## config.mk

```make
export PLATFORM = sky130hd
export DESIGN_NAME = pwm_phase_splitter
export DESIGN_NICKNAME = d
export VERILOG_FILES = /design/src/rtl/psplit_pkg.sv /design/src/rtl/psplit_edge_det.sv /design/src/rtl/psplit_mode_qual.sv /design/src/rtl/psplit_chan.sv /design/src/rtl/pwm_phase_splitter.sv
export SDC_FILE = /design/constraint.sdc
export NUM_CORES = 1
export LEC_CHECK = 0
export BUFFER_PORTS_ARGS = -buffer_cell sky130_fd_sc_hd__buf_2
export CAP_MARGIN = 10
export CORE_AREA = 2 2 56 58
export CTS_CLUSTER_DIAMETER = 50
export CTS_CLUSTER_SIZE = 30
export DETAILED_ROUTE_END_ITERATION = 10
export DIE_AREA = 0 0 58 60
export PLACE_DENSITY = 0.82
export RECOVER_POWER = 100
export SETUP_SLACK_MARGIN = 0.02
export SYNTH_ARGS = -nofsm -noshare
export SYNTH_HDL_FRONTEND = slang
export SYNTH_SLANG_ARGS = --single-unit
```

## constraint.sdc

```tcl
create_clock -name clk -period 3.2 [get_ports clk]
set_input_delay 0.48 -clock clk [delete_from_list [all_inputs] [get_ports clk]]
set_output_delay 0.48 -clock clk [all_outputs]
set_load 0.03 [all_outputs]
```

## src/rtl/psplit_pkg.sv

```systemverilog
package psplit_pkg;
  localparam logic [1:0] LV_LOW  = 2'b00;
  localparam logic [1:0] LV_HIGH = 2'b01;
  localparam logic [1:0] LV_MID  = 2'b10;

  localparam logic [1:0] OC_LOW  = 2'b00;
  localparam logic [1:0] OC_HIGH = 2'b01;
  localparam logic [1:0] OC_REL  = 2'b10;

  localparam logic [1:0] MD_OFF  = 2'b00;
  localparam logic [1:0] MD_IL1  = 2'b01;
  localparam logic [1:0] MD_IL2  = 2'b10;
  localparam logic [1:0] MD_SYNC = 2'b11;
endpackage

```

## src/rtl/psplit_edge_det.sv

```systemverilog
module psplit_edge_det
  import psplit_pkg::*;
#(
  parameter int HOLDOFF = 6
) (
  input  logic       clk,
  input  logic       rst,
  input  logic [1:0] lvl,
  output logic       rise,
  output logic       fall,
  output logic       mid,
  output logic       trip
);
  localparam int CW = $clog2(HOLDOFF + 1);

  logic          last_hi_q;
  logic [CW-1:0] mid_cnt_q;

  assign mid  = (lvl == LV_MID);
  assign rise = (lvl == LV_HIGH) && !last_hi_q;
  assign fall = (lvl == LV_LOW) && last_hi_q;
  assign trip = mid && (mid_cnt_q == CW'(HOLDOFF - 1));

  always_ff @(posedge clk) begin
    if (rst) begin
      last_hi_q <= 1'b0;
      mid_cnt_q <= '0;
    end else if (trip) begin
      last_hi_q <= 1'b0;
      mid_cnt_q <= '0;
    end else if (mid) begin
      mid_cnt_q <= mid_cnt_q + 1'b1;
    end else begin
      mid_cnt_q <= '0;
      last_hi_q <= (lvl == LV_HIGH);
    end
  end
endmodule

```

## src/rtl/psplit_mode_qual.sv

```systemverilog
module psplit_mode_qual
  import psplit_pkg::*;
#(
  parameter int QUAL = 4
) (
  input  logic       clk,
  input  logic       rst,
  input  logic       en,
  input  logic       go,
  input  logic [1:0] code,
  output logic [1:0] eff_sel,
  output logic [1:0] eff_q
);
  localparam int QW = $clog2(QUAL + 1);

  logic [QW-1:0] seen_q;
  logic [QW-1:0] seen_d;

  always_comb begin
    eff_sel = eff_q;
    seen_d  = seen_q;
    if (go) begin
      if (code == MD_IL2) begin
        seen_d = (seen_q >= QW'(QUAL)) ? seen_q : seen_q + 1'b1;
        if (seen_d >= QW'(QUAL)) eff_sel = MD_IL2;
      end else begin
        seen_d  = '0;
        eff_sel = code;
      end
    end
  end

  always_ff @(posedge clk) begin
    if (rst || !en) begin
      eff_q  <= MD_IL1;
      seen_q <= '0;
    end else begin
      eff_q  <= eff_sel;
      seen_q <= seen_d;
    end
  end
endmodule

```

## src/rtl/psplit_chan.sv

```systemverilog
module psplit_chan
  import psplit_pkg::*;
#(
  parameter int EW = 5
) (
  input  logic          clk,
  input  logic          rst,
  input  logic          clr,
  input  logic          force_low,
  input  logic          freeze,
  input  logic          start,
  input  logic          stop,
  input  logic [EW-1:0] ext_len,
  output logic [1:0]    out_code
);
  logic          on_q, on_d;
  logic [EW-1:0] cnt_q, cnt_d;
  logic [1:0]    code_d;

  always_comb begin
    on_d   = on_q;
    cnt_d  = cnt_q;
    code_d = out_code;
    if (clr) begin
      on_d   = 1'b0;
      cnt_d  = '0;
      code_d = force_low ? OC_LOW : OC_REL;
    end else if (!freeze) begin
      if (start) begin
        on_d  = 1'b1;
        cnt_d = '0;
      end else if (stop && on_q && cnt_q == '0) begin
        if (ext_len == '0) on_d = 1'b0;
        else cnt_d = ext_len;
      end else if (cnt_q != '0) begin
        if (cnt_q == EW'(1)) on_d = 1'b0;
        cnt_d = cnt_q - 1'b1;
      end
      code_d = on_d ? OC_HIGH : OC_LOW;
    end
  end

  always_ff @(posedge clk) begin
    if (rst) begin
      on_q     <= 1'b0;
      cnt_q    <= '0;
      out_code <= OC_REL;
    end else begin
      on_q     <= on_d;
      cnt_q    <= cnt_d;
      out_code <= code_d;
    end
  end
endmodule

```

## src/rtl/pwm_phase_splitter.sv

```systemverilog
module pwm_phase_splitter
  import psplit_pkg::*;
#(
  parameter int HOLDOFF = 6,
  parameter int FIX_EXT = 12,
  parameter int VAR_MAX = 7,
  parameter int REQ_W   = 4,
  parameter int QUAL    = 4
) (
  input  logic             clk,
  input  logic             rst,
  input  logic [1:0]       pwm_lvl,
  input  logic [1:0]       mode_code,
  input  logic             ovp_fault,
  input  logic [REQ_W-1:0] ext_req,
  output logic [1:0]       out_a,
  output logic [1:0]       out_b
);
  localparam int NCH = 2;
  localparam int EW  = $clog2(FIX_EXT + VAR_MAX + 1);

  logic       en, rise, fall, mid, trip, go;
  logic       wait_q, wait_d, sel_q;
  logic [1:0] eff_sel, eff_q;
  logic [EW-1:0] var_ext, ext_len;
  logic [NCH-1:0] start;
  logic [1:0] ch_out [NCH];

  assign en = (mode_code != MD_OFF);
  assign go = en && rise;

  psplit_edge_det #(.HOLDOFF(HOLDOFF)) edge_i (
    .clk(clk), .rst(rst), .lvl(pwm_lvl),
    .rise(rise), .fall(fall), .mid(mid), .trip(trip)
  );

  psplit_mode_qual #(.QUAL(QUAL)) qual_i (
    .clk(clk), .rst(rst), .en(en), .go(go), .code(mode_code),
    .eff_sel(eff_sel), .eff_q(eff_q)
  );

  always_comb begin
    if (!en || trip)      wait_d = 1'b1;
    else if (wait_q && go) wait_d = 1'b0;
    else                  wait_d = wait_q;
  end

  always_comb begin
    if (int'(ext_req) > VAR_MAX) var_ext = EW'(VAR_MAX);
    else                         var_ext = EW'(ext_req);
    case (eff_q)
      MD_IL2:  ext_len = var_ext + EW'(FIX_EXT);
      MD_IL1:  ext_len = var_ext;
      default: ext_len = '0;
    endcase
  end

  assign start[0] = go && ((eff_sel == MD_SYNC) || !sel_q);
  assign start[1] = go && ((eff_sel == MD_SYNC) || sel_q);

  always_ff @(posedge clk) begin
    if (rst) begin
      wait_q <= 1'b1;
      sel_q  <= 1'b0;
    end else begin
      wait_q <= wait_d;
      if (wait_d)                          sel_q <= 1'b0;
      else if (go && eff_sel != MD_SYNC)   sel_q <= ~sel_q;
    end
  end

  for (genvar c = 0; c < NCH; c++) begin : g_ch
    psplit_chan #(.EW(EW)) chan_i (
      .clk(clk), .rst(rst),
      .clr(wait_d),
      .force_low(en && ovp_fault),
      .freeze(mid && !wait_q),
      .start(start[c]),
      .stop(fall),
      .ext_len(ext_len),
      .out_code(ch_out[c])
    );
  end

  assign out_a = ch_out[0];
  assign out_b = ch_out[1];
endmodule

```

==> summary.md, run 1 <==
| Metric | Value |
|---|---|
| Pre-CTS WS | `0.9268 ns` |
| Count leader, synth | `dfxtp_1` |
| Post-CTS Setup Bufs | `0` |
| R2R Path End | `g_ch[0].chan_i.on_q` |
| FF-to-FF path depth | `7` |
| Post-Syn Nets | `230` |
| Setup CP Type | `flip-flop to flip-flop` |
| Wirelength per Cell | `15.49 microns` |
| Root buf cell | `clkbuf_4` |
| CP delay by family, top | `simple AND/OR/NAND/NOR gates` |
| # port buffers | `14` |
| R2r startpoint | `g_ch[0].chan_i.cnt_q[0]` |
| Die Area | `3480 sq um` |
| # nets final | `245` |
| WHS Path Cells | `2` |
| Hold_buf cts | `0` |
| Synth warnings | `0` |
| Slew Viols, Final | `0` |
| PostCTS Resize Cnt | `0` |
| Clock tree sinks | `26` |
| Top FF cell, synth | `dfxtp_1` |
| Clock Pin Slew Worst Setup and Hold Paths | `0.15 ns` |
| H-tree depth | `1` |
| Area leader, netlist | `dfxtp_1` |
| Antenna diodes | `0` |
| Die W | `58 microns` |
| CP max FO | `9` |
| Top area cells in the synthesized netlist | `dfxtp_1, ha_1, nor2_1` |
| Seq cells post-synth | `26` |
| Die Ht | `60 microns` |
| Clock Path Buffers | `2` |
| Post-synth top cells | `dfxtp_1, nor2_1, a21oi_1, inv_1, nand2_1` |
| Largest net degree at the start of global routing | `16` |
| CP bufs+invs | `1` |
| Hold EP | `g_ch[0].chan_i.out_code[1]` |
| EDFF count, synth | `0` |
| Period utilisation layout | `77.10%` |
| Critical Path AT | `2.69 ns` |
| Max-Cap Viols | `0` |
| Outcome | `complete, no violations` |
| # DRC | `0` |
| Gate count after technology mapping | `209` |
| Max Fclk | `405.3 MHz` |
| Slew headroom | `54.24%` |
| First-pass DRT Iterations | `4` |
| CP Cell Sequence | `inv_1 > ha_1 > or4b_1 > nor2_1 > nand4_1 > a311oi_1 > nor3_1` |
| P per Cell Area | `343.5 nW/um^2` |
| Vias in the first global route | `1,538` |
| # rows | `20` |
| # setup viols final | `0` |
| Final worst slack | `0.7329 ns` |
| Cell variety after synth | `55` |
| Critical Path RT | `3.43 ns` |
| Gr usage total | `24.93%` |
| Crit path time final | `2.467 ns` |
| Hold path start | `ovp_fault` |
| Fill cells | `238` |
| Syn Std Cell Area | `1777 sq um` |
| RSZ-0062 raised after global routing | `false` |
| GPL Wtd Cong | `0.9163` |
| Hold Vio Cnt, Final | `0` |
| Num CTS Buffers | `3` |
| Multi-input gate area | `1144 sq um` |
| Antenna violations before repair | `0` |
| Worst-Margin Slew | `0.6864 ns` |
| Crit end category | `flip-flop` |
| GRT overflow | `0` |
| Worst skew pair latency | `0.33 ns` |
| Crit. Startpoint | `g_ch[0].chan_i.cnt_q[0]` |
| Setup TNS | `0 ns` |
| Crit-path slowest cell | `or4b_1` |
| Post-synth top area share | `29.30%` |
| Fraction of layout cells with a size suffix above 1 | `11.66%` |
| Worst min path class | `input port to flip-flop` |
| Peak supply drop | `0.0002988 V` |
| HPWL Detailed | `2.940 mm` |
| CP max stage delay | `0.62 ns` |
| Fraction of registers with async set/reset | `0%` |
| Pleak | `0.6926 nW` |
| Detailed Route Iter0 Violations | `103` |
| DRT antenna net count | `0` |
| Starting Density | `61.21%` |
| Total number of vias | `1,661` |
| Area grow syn2layout | `5.775%` |
| Total core area | `2903 sq um` |
| CTS tree | `yes` |
| Register area | `520.5 sq um` |
| DR vias/cell | `6.488` |
| Register area share after synthesis | `29.30%` |
| Average size of a mapped cell | `8.501 sq um` |
| R2R setup slack | `0.73 ns` |
| IO Count | `15` |
| Clk_skew | `0.01185 ns` |
| First-pass GRT wire length | `6.789 mm` |
| Total Wirelength | `3.965 mm` |
| Critical Path Source Type | `flip-flop` |
==> per-layer routing <==
metal  global-route usage [%]  wire length (microns)  vias up
met5                        0                      0        -
met2                    42.21                   1839       74
met3                    2.165                    287        6
met4                    8.638                     43        0
li1                         -                      -      816
met1                    33.38                   1795      765
==> placed cells by master (no fill, tap or decap), types with 3 or more instances in the layout <==
master / synthesis / final
o21a_1: 4 / 4
ha_1: 10 / 10
nor3_1: 11 / 11
o21ai_0: 11 / 11
dfxtp_1: 26 / 26
a21oi_1: 13 / 14
mux2i_1: 5 / 5
a311oi_1: 3 / 3
inv_1: 13 / 13
clkbuf_4: 0 / 3
or4_1: 3 / 3
o211ai_1: 4 / 4
a31oi_1: 4 / 4
clkbuf_1: 1 / 4
nor2_1: 20 / 21
o31ai_1: 4 / 4
nand2b_1: 5 / 5
nor3b_1: 3 / 3
nand3_1: 4 / 4
nor2b_1: 5 / 5
nand2_1: 12 / 12
a211oi_1: 3 / 3
buf_2: 2 / 10
==> metrics by stage <==
step | hold WS (ns) | utilization [%] | std cells | total power [W] | cell area (sq um)
6_report | 0.3072 | 64.74 | 256 | 0.0006456 | 1879
5_1_grt | 0.3215 | 64.74 | 256 | 0.0006734 | 1879
4_1_cts | 0.2973 | 66.12 | 256 | 0.0006540 | 1919
3_5_place_dp | 0.4531 | 64.31 | 252 | 0.0004248 | 1867
3_3_place_gp | 0.4488 | 64.31 | 252 | 0.0004240 | 1867
2_1_floorplan | 0.4333 | - | 209 | 0.0004005 | 1777
==> kinds of logic after synthesis <==
group                      count (synthesis)  share of synthesized area, %
and+or+nand+nor                           80                         26.55
xor gates and xnor gates                   2                        0.9861
DFF                                       26                         29.30
adders and majority gates                 10                         7.042
buffers and inverters                     18                         4.366
AOI/OAI and AO/OA                         67                         28.31
muxes                                      6                         3.451
==> power breakdown <==
part | switching [W] | total [W] | leakage [nW] | internal (W)
logic | 0.0000538 | 0.0000822 | 0.454 | 0.0000285
clock network | 0.000102 | 0.000229 | 0.0279 | 0.000127
registers | 0.00000507 | 0.000334 | 0.210 | 0.000329
==> sequential cells by signal, indices dropped and copies added (netlist names) <==
register              flops
g_ch.chan_i.cnt_q        10
edge_i.mid_cnt_q          3
g_ch.chan_i.out_code      3
qual_i.seen_q             3
g_ch.chan_i.on_q          2
qual_i.eff_q              2
edge_i.last_hi_q          1
sel_q                     1
wait_q                    1
==> layout make-up <==
class	count	share of cell area (%)
clock buffer	3	1.198
sequential	26	27.70
multi-input combinational	165	60.85
tap	33	2.197
inverter	13	2.597
timing repair buffer	15	3.862
clock inverter	1	1.598
==> how the worst max path moves through the flow <==
| stage | endpoint | slack [ns] | depth (start not counted) |
|---|---|---|---|
| detailed placement | g_ch[0].chan_i.cnt_q[3] | 0.93 | 7 |
| CTS | g_ch[0].chan_i.cnt_q[3] | 0.89 | 7 |
| global route | g_ch[0].chan_i.out_code[0] | 0.54 | 7 |
| finish | g_ch[0].chan_i.on_q | 0.73 | 7 |
| floorplan | g_ch[0].chan_i.cnt_q[1] | 1.15 | 7 |
| global placement | g_ch[0].chan_i.cnt_q[1] | 0.95 | 7 |
==> worst register-to-register path, delay by kind of cell (launching register included) <==
kind	cells	cell delay (ns)
AND/OR/NAND/NOR	4	1.29
flip-flops	1	0.37
AO/OA/AOI/OAI	1	0.37
adder cells (fa/ha/maj)	1	0.23
buffers and inverters	1	0.10
Note: power is estimated with default switching activity, not from simulation.
==> run 2, diff against run 1 <==
- CORE_AREA: 2 2 56 58 -> 2 2 61 63
- DIE_AREA: 0 0 58 60 -> 0 0 63 65
- PLACE_DENSITY: 0.82 -> 0.74
- clock period: 3.2 -> 2.2 ns (I/O delays scaled with it)
==> summary.md, run 2 (synthesized netlist as in run 1, its figures left out) <==
| Metric | Value |
|---|---|
| Slew Viols, Final | `0 (unchanged)` |
| Commonest non-fill, non-tap cell in the layout | `dfxtp_1` |
| Die W | `63 microns (+8.6%)` |
| Placed cells | `275 (+9.1%)` |
| Worst skew pair latency | `0.32 ns (about the same)` |
| Clock tree sinks | `26 (unchanged)` |
| Total Wirelength | `4.060 mm (+2.4%)` |
| # DRC | `0 (unchanged)` |
| Peak supply drop | `0.0002385 V (-20%)` |
| CP Depth | `7 (unchanged)` |
| Num CTS Buffers | `3 (unchanged)` |
| Slew headroom | `58.28% (+4.0 points)` |
| Starting Density | `50.82% (-10 points)` |
| First-pass DRT Iterations | `4 (unchanged)` |
| IO Count | `15 (unchanged)` |
| DRT antenna net count | `0 (unchanged)` |
| Antenna violations before repair | `0 (unchanged)` |
| Setup TNS | `0 ns (unchanged)` |
| HPWL Detailed | `3.048 mm (+3.7%)` |
| Fill cells | `332 (+39%)` |
| Total number of vias | `1,629 (-1.9%)` |
| Die Area | `4095 sq um (+18%)` |
| Flop pwr share | `59.6% (+7.8 points)` |
| Outcome | `complete, no violations` |
| CP Cell Sequence | `inv_1 > ha_1 > nor2_1 > nor3_1 > o31a_1 > or4_1 > a41oi_2` |
| CP max stage delay | `0.50 ns (-0.12 ns)` |
| Wirelength per Cell | `14.60 microns (-5.7%)` |
| Hold_ws | `0.1824 ns (-0.1249 ns)` |
| Crit end category | `flip-flop` |
| Area grow syn2layout | `12.18%` |
| Die Ht | `65 microns (+8.3%)` |
| Clk_skew | `0.002355 ns (-0.009494 ns)` |
| Pre-CTS WS | `0.09203 ns (-0.8348 ns)` |
| R2r startpoint | `qual_i.eff_q[1]` |
| CP bufs+invs | `1 (unchanged)` |
| Antenna diodes | `0 (unchanged)` |
| P_sw | `0.0002277 W (+41%)` |
| Max-Cap Viols | `0 (unchanged)` |
| GRT overflow | `0 (unchanged)` |
| GPL Wtd Cong | `0.8529 (-6.9%)` |
| CTS tree | `yes` |
| Final worst slack | `0.1235 ns (-0.6093 ns)` |
| DR vias/cell | `5.860 (-9.7%)` |
| End of the critical path | `g_ch[1].chan_i.cnt_q[0]` |
| Worst-Margin Slew | `0.6246 ns (-0.06177 ns)` |
| Vias in the first global route | `1,478 (-3.9%)` |
| Max reg flops | `10 (unchanged)` |
| Gr usage total | `20.56% (-4.4 points)` |
| Final Non-Filler Cells | `278 (+8.6%)` |
| Hold Vio Cnt, Final | `0 (unchanged)` |
| Crit-path slowest cell | `or4_1` |
| RSZ-0062 raised after global routing | `false` |
| Final core utilization | `57.02% (-7.7 points)` |
| CP max FO | `5 (-4)` |
| # rows | `22 (+10%)` |
| Crit path time final | `2.076 ns (-0.3907 ns)` |
| CP delay by family, top | `simple AND/OR/NAND/NOR gates` |
| Clk pwr share | `24.9% (-11 points)` |
| Worst min path class | `input port to flip-flop` |
| Period utilisation layout | `94.38% (+17 points)` |
| # port buffers | `14 (unchanged)` |
| Detailed Route Iter0 Violations | `85 (-17%)` |
| Net Sw Frac | `27.90% (+3.0 points)` |
| R2R Path End | `g_ch[1].chan_i.cnt_q[0]` |
| Critical Path RT | `2.46 ns (-0.97 ns)` |
| Critical Path Source Type | `flip-flop` |
| # nets final | `253 (+3.3%)` |
| Critical Path AT | `2.33 ns (-0.36 ns)` |
| FF-to-FF path depth | `7 (unchanged)` |
| Max Fclk | `481.6 MHz (+19%)` |
| Crit. Startpoint | `qual_i.eff_q[1]` |
| Fraction of layout cells with a size suffix above 1 | `17.83% (+6.2 points)` |
| Total core area | `3496 sq um (+20%)` |
| Root buf cell | `clkbuf_4` |
| Largest net degree at the start of global routing | `14 (-2)` |
| First-pass GRT wire length | `6.713 mm (-1.1%)` |
| Clock Pin Slew Worst Setup and Hold Paths | `0.14 ns (about the same)` |
| Reg with most FFs | `g_ch.chan_i.cnt_q` |
| Leading cell types in the layout, fill and taps excluded | `dfxtp_1, nor2_1, inv_1, a21oi_1, nand2_1` |
| H-tree depth | `1 (unchanged)` |
| R2R setup slack | `0.12 ns (-0.61 ns)` |
| # setup viols final | `0 (unchanged)` |
| Power Internal | `0.0005884 W (+21%)` |
| P per Cell Area | `409.5 nW/um^2 (+19%)` |
| Comb power frac | `15.6% (+2.9 points)` |
| Clock Path Buffers | `2 (unchanged)` |
| Setup CP Type | `flip-flop to flip-flop` |
| Pleak | `0.7137 nW (+3.0%)` |
[run 2: worst min path at each step]
stage | startpoint | end | cells after the start
after detailed placement | g_ch[1].chan_i.out_code[0] | g_ch[1].chan_i.out_code[0] | 1
final | ovp_fault | g_ch[0].chan_i.out_code[1] | 2
after floorplan | rst | edge_i.last_hi_q | 1
after global routing | ovp_fault | g_ch[0].chan_i.out_code[1] | 2
after CTS | ovp_fault | g_ch[0].chan_i.out_code[1] | 2
after global placement | g_ch[1].chan_i.out_code[0] | g_ch[1].chan_i.out_code[0] | 1
[run 2: repair_timing]
item / CTS / global route
gates resized for setup: 0 / 12
endpoints found under the hold margin: 0 / 0
hold buffers: 0 / 0
buffers inserted: 0 / 0
endpoints found under the setup margin: 0 / 11
[run 2: power by group through the flow]
stage,Sequential [W],Combinational [W],Clock (W)
CTS,0.000486,0.000127,0.000213
global placement,0.000496,0.000126,0
global route,0.000488,0.000140,0.000238
floorplan,0.000499,0.0000835,0
finish,0.000486,0.000127,0.000203
detailed placement,0.000496,0.000126,0
[run 2: stage by stage]
| stage | instance area [sq um] | power, W |
|---|---|---|
| after CTS | 1968 | 0.0008259 |
| after floorplan | 1777 | 0.0005825 |
| final | 1993 | 0.0008161 |
| after global placement | 1946 | 0.0006219 |
| after global routing | 1993 | 0.0008656 |
| after detailed placement | 1946 | 0.0006221 |
[run 2: cell type report]
cell class	count	area, sq um	share of cell area (%)
Clock buffer	3	22.52	1.130
Inverter	13	48.80	2.448
Multi-Input combinational cell	165	1211	60.77
Sequential cell	26	521.8	26.18
Tap cell	48	60.06	3.013
Timing Repair Buffer	23	128.9	6.466
[run 2: worst register-to-register path: cells and delay by family (launching register included)]
| family | cells | cell delay [ns] |
|---|---|---|
| buf+inv | 1 | 0.07 |
| simple gates | 3 | 0.77 |
| compound gates | 2 | 0.48 |
| flops | 1 | 0.45 |
| fa+ha+maj | 1 | 0.24 |
[run 2: layer usage]
| metal | up-vias | track usage, % | wire length (microns) |
|---|---|---|---|
| li1 | 831 | - | - |
| met1 | 750 | 28.56 | 1971 |
| met2 | 46 | 32.71 | 1915 |
| met3 | 2 | 1.563 | 146 |
| met4 | 0 | 8.889 | 27 |
| met5 | - | 0 | 0 |
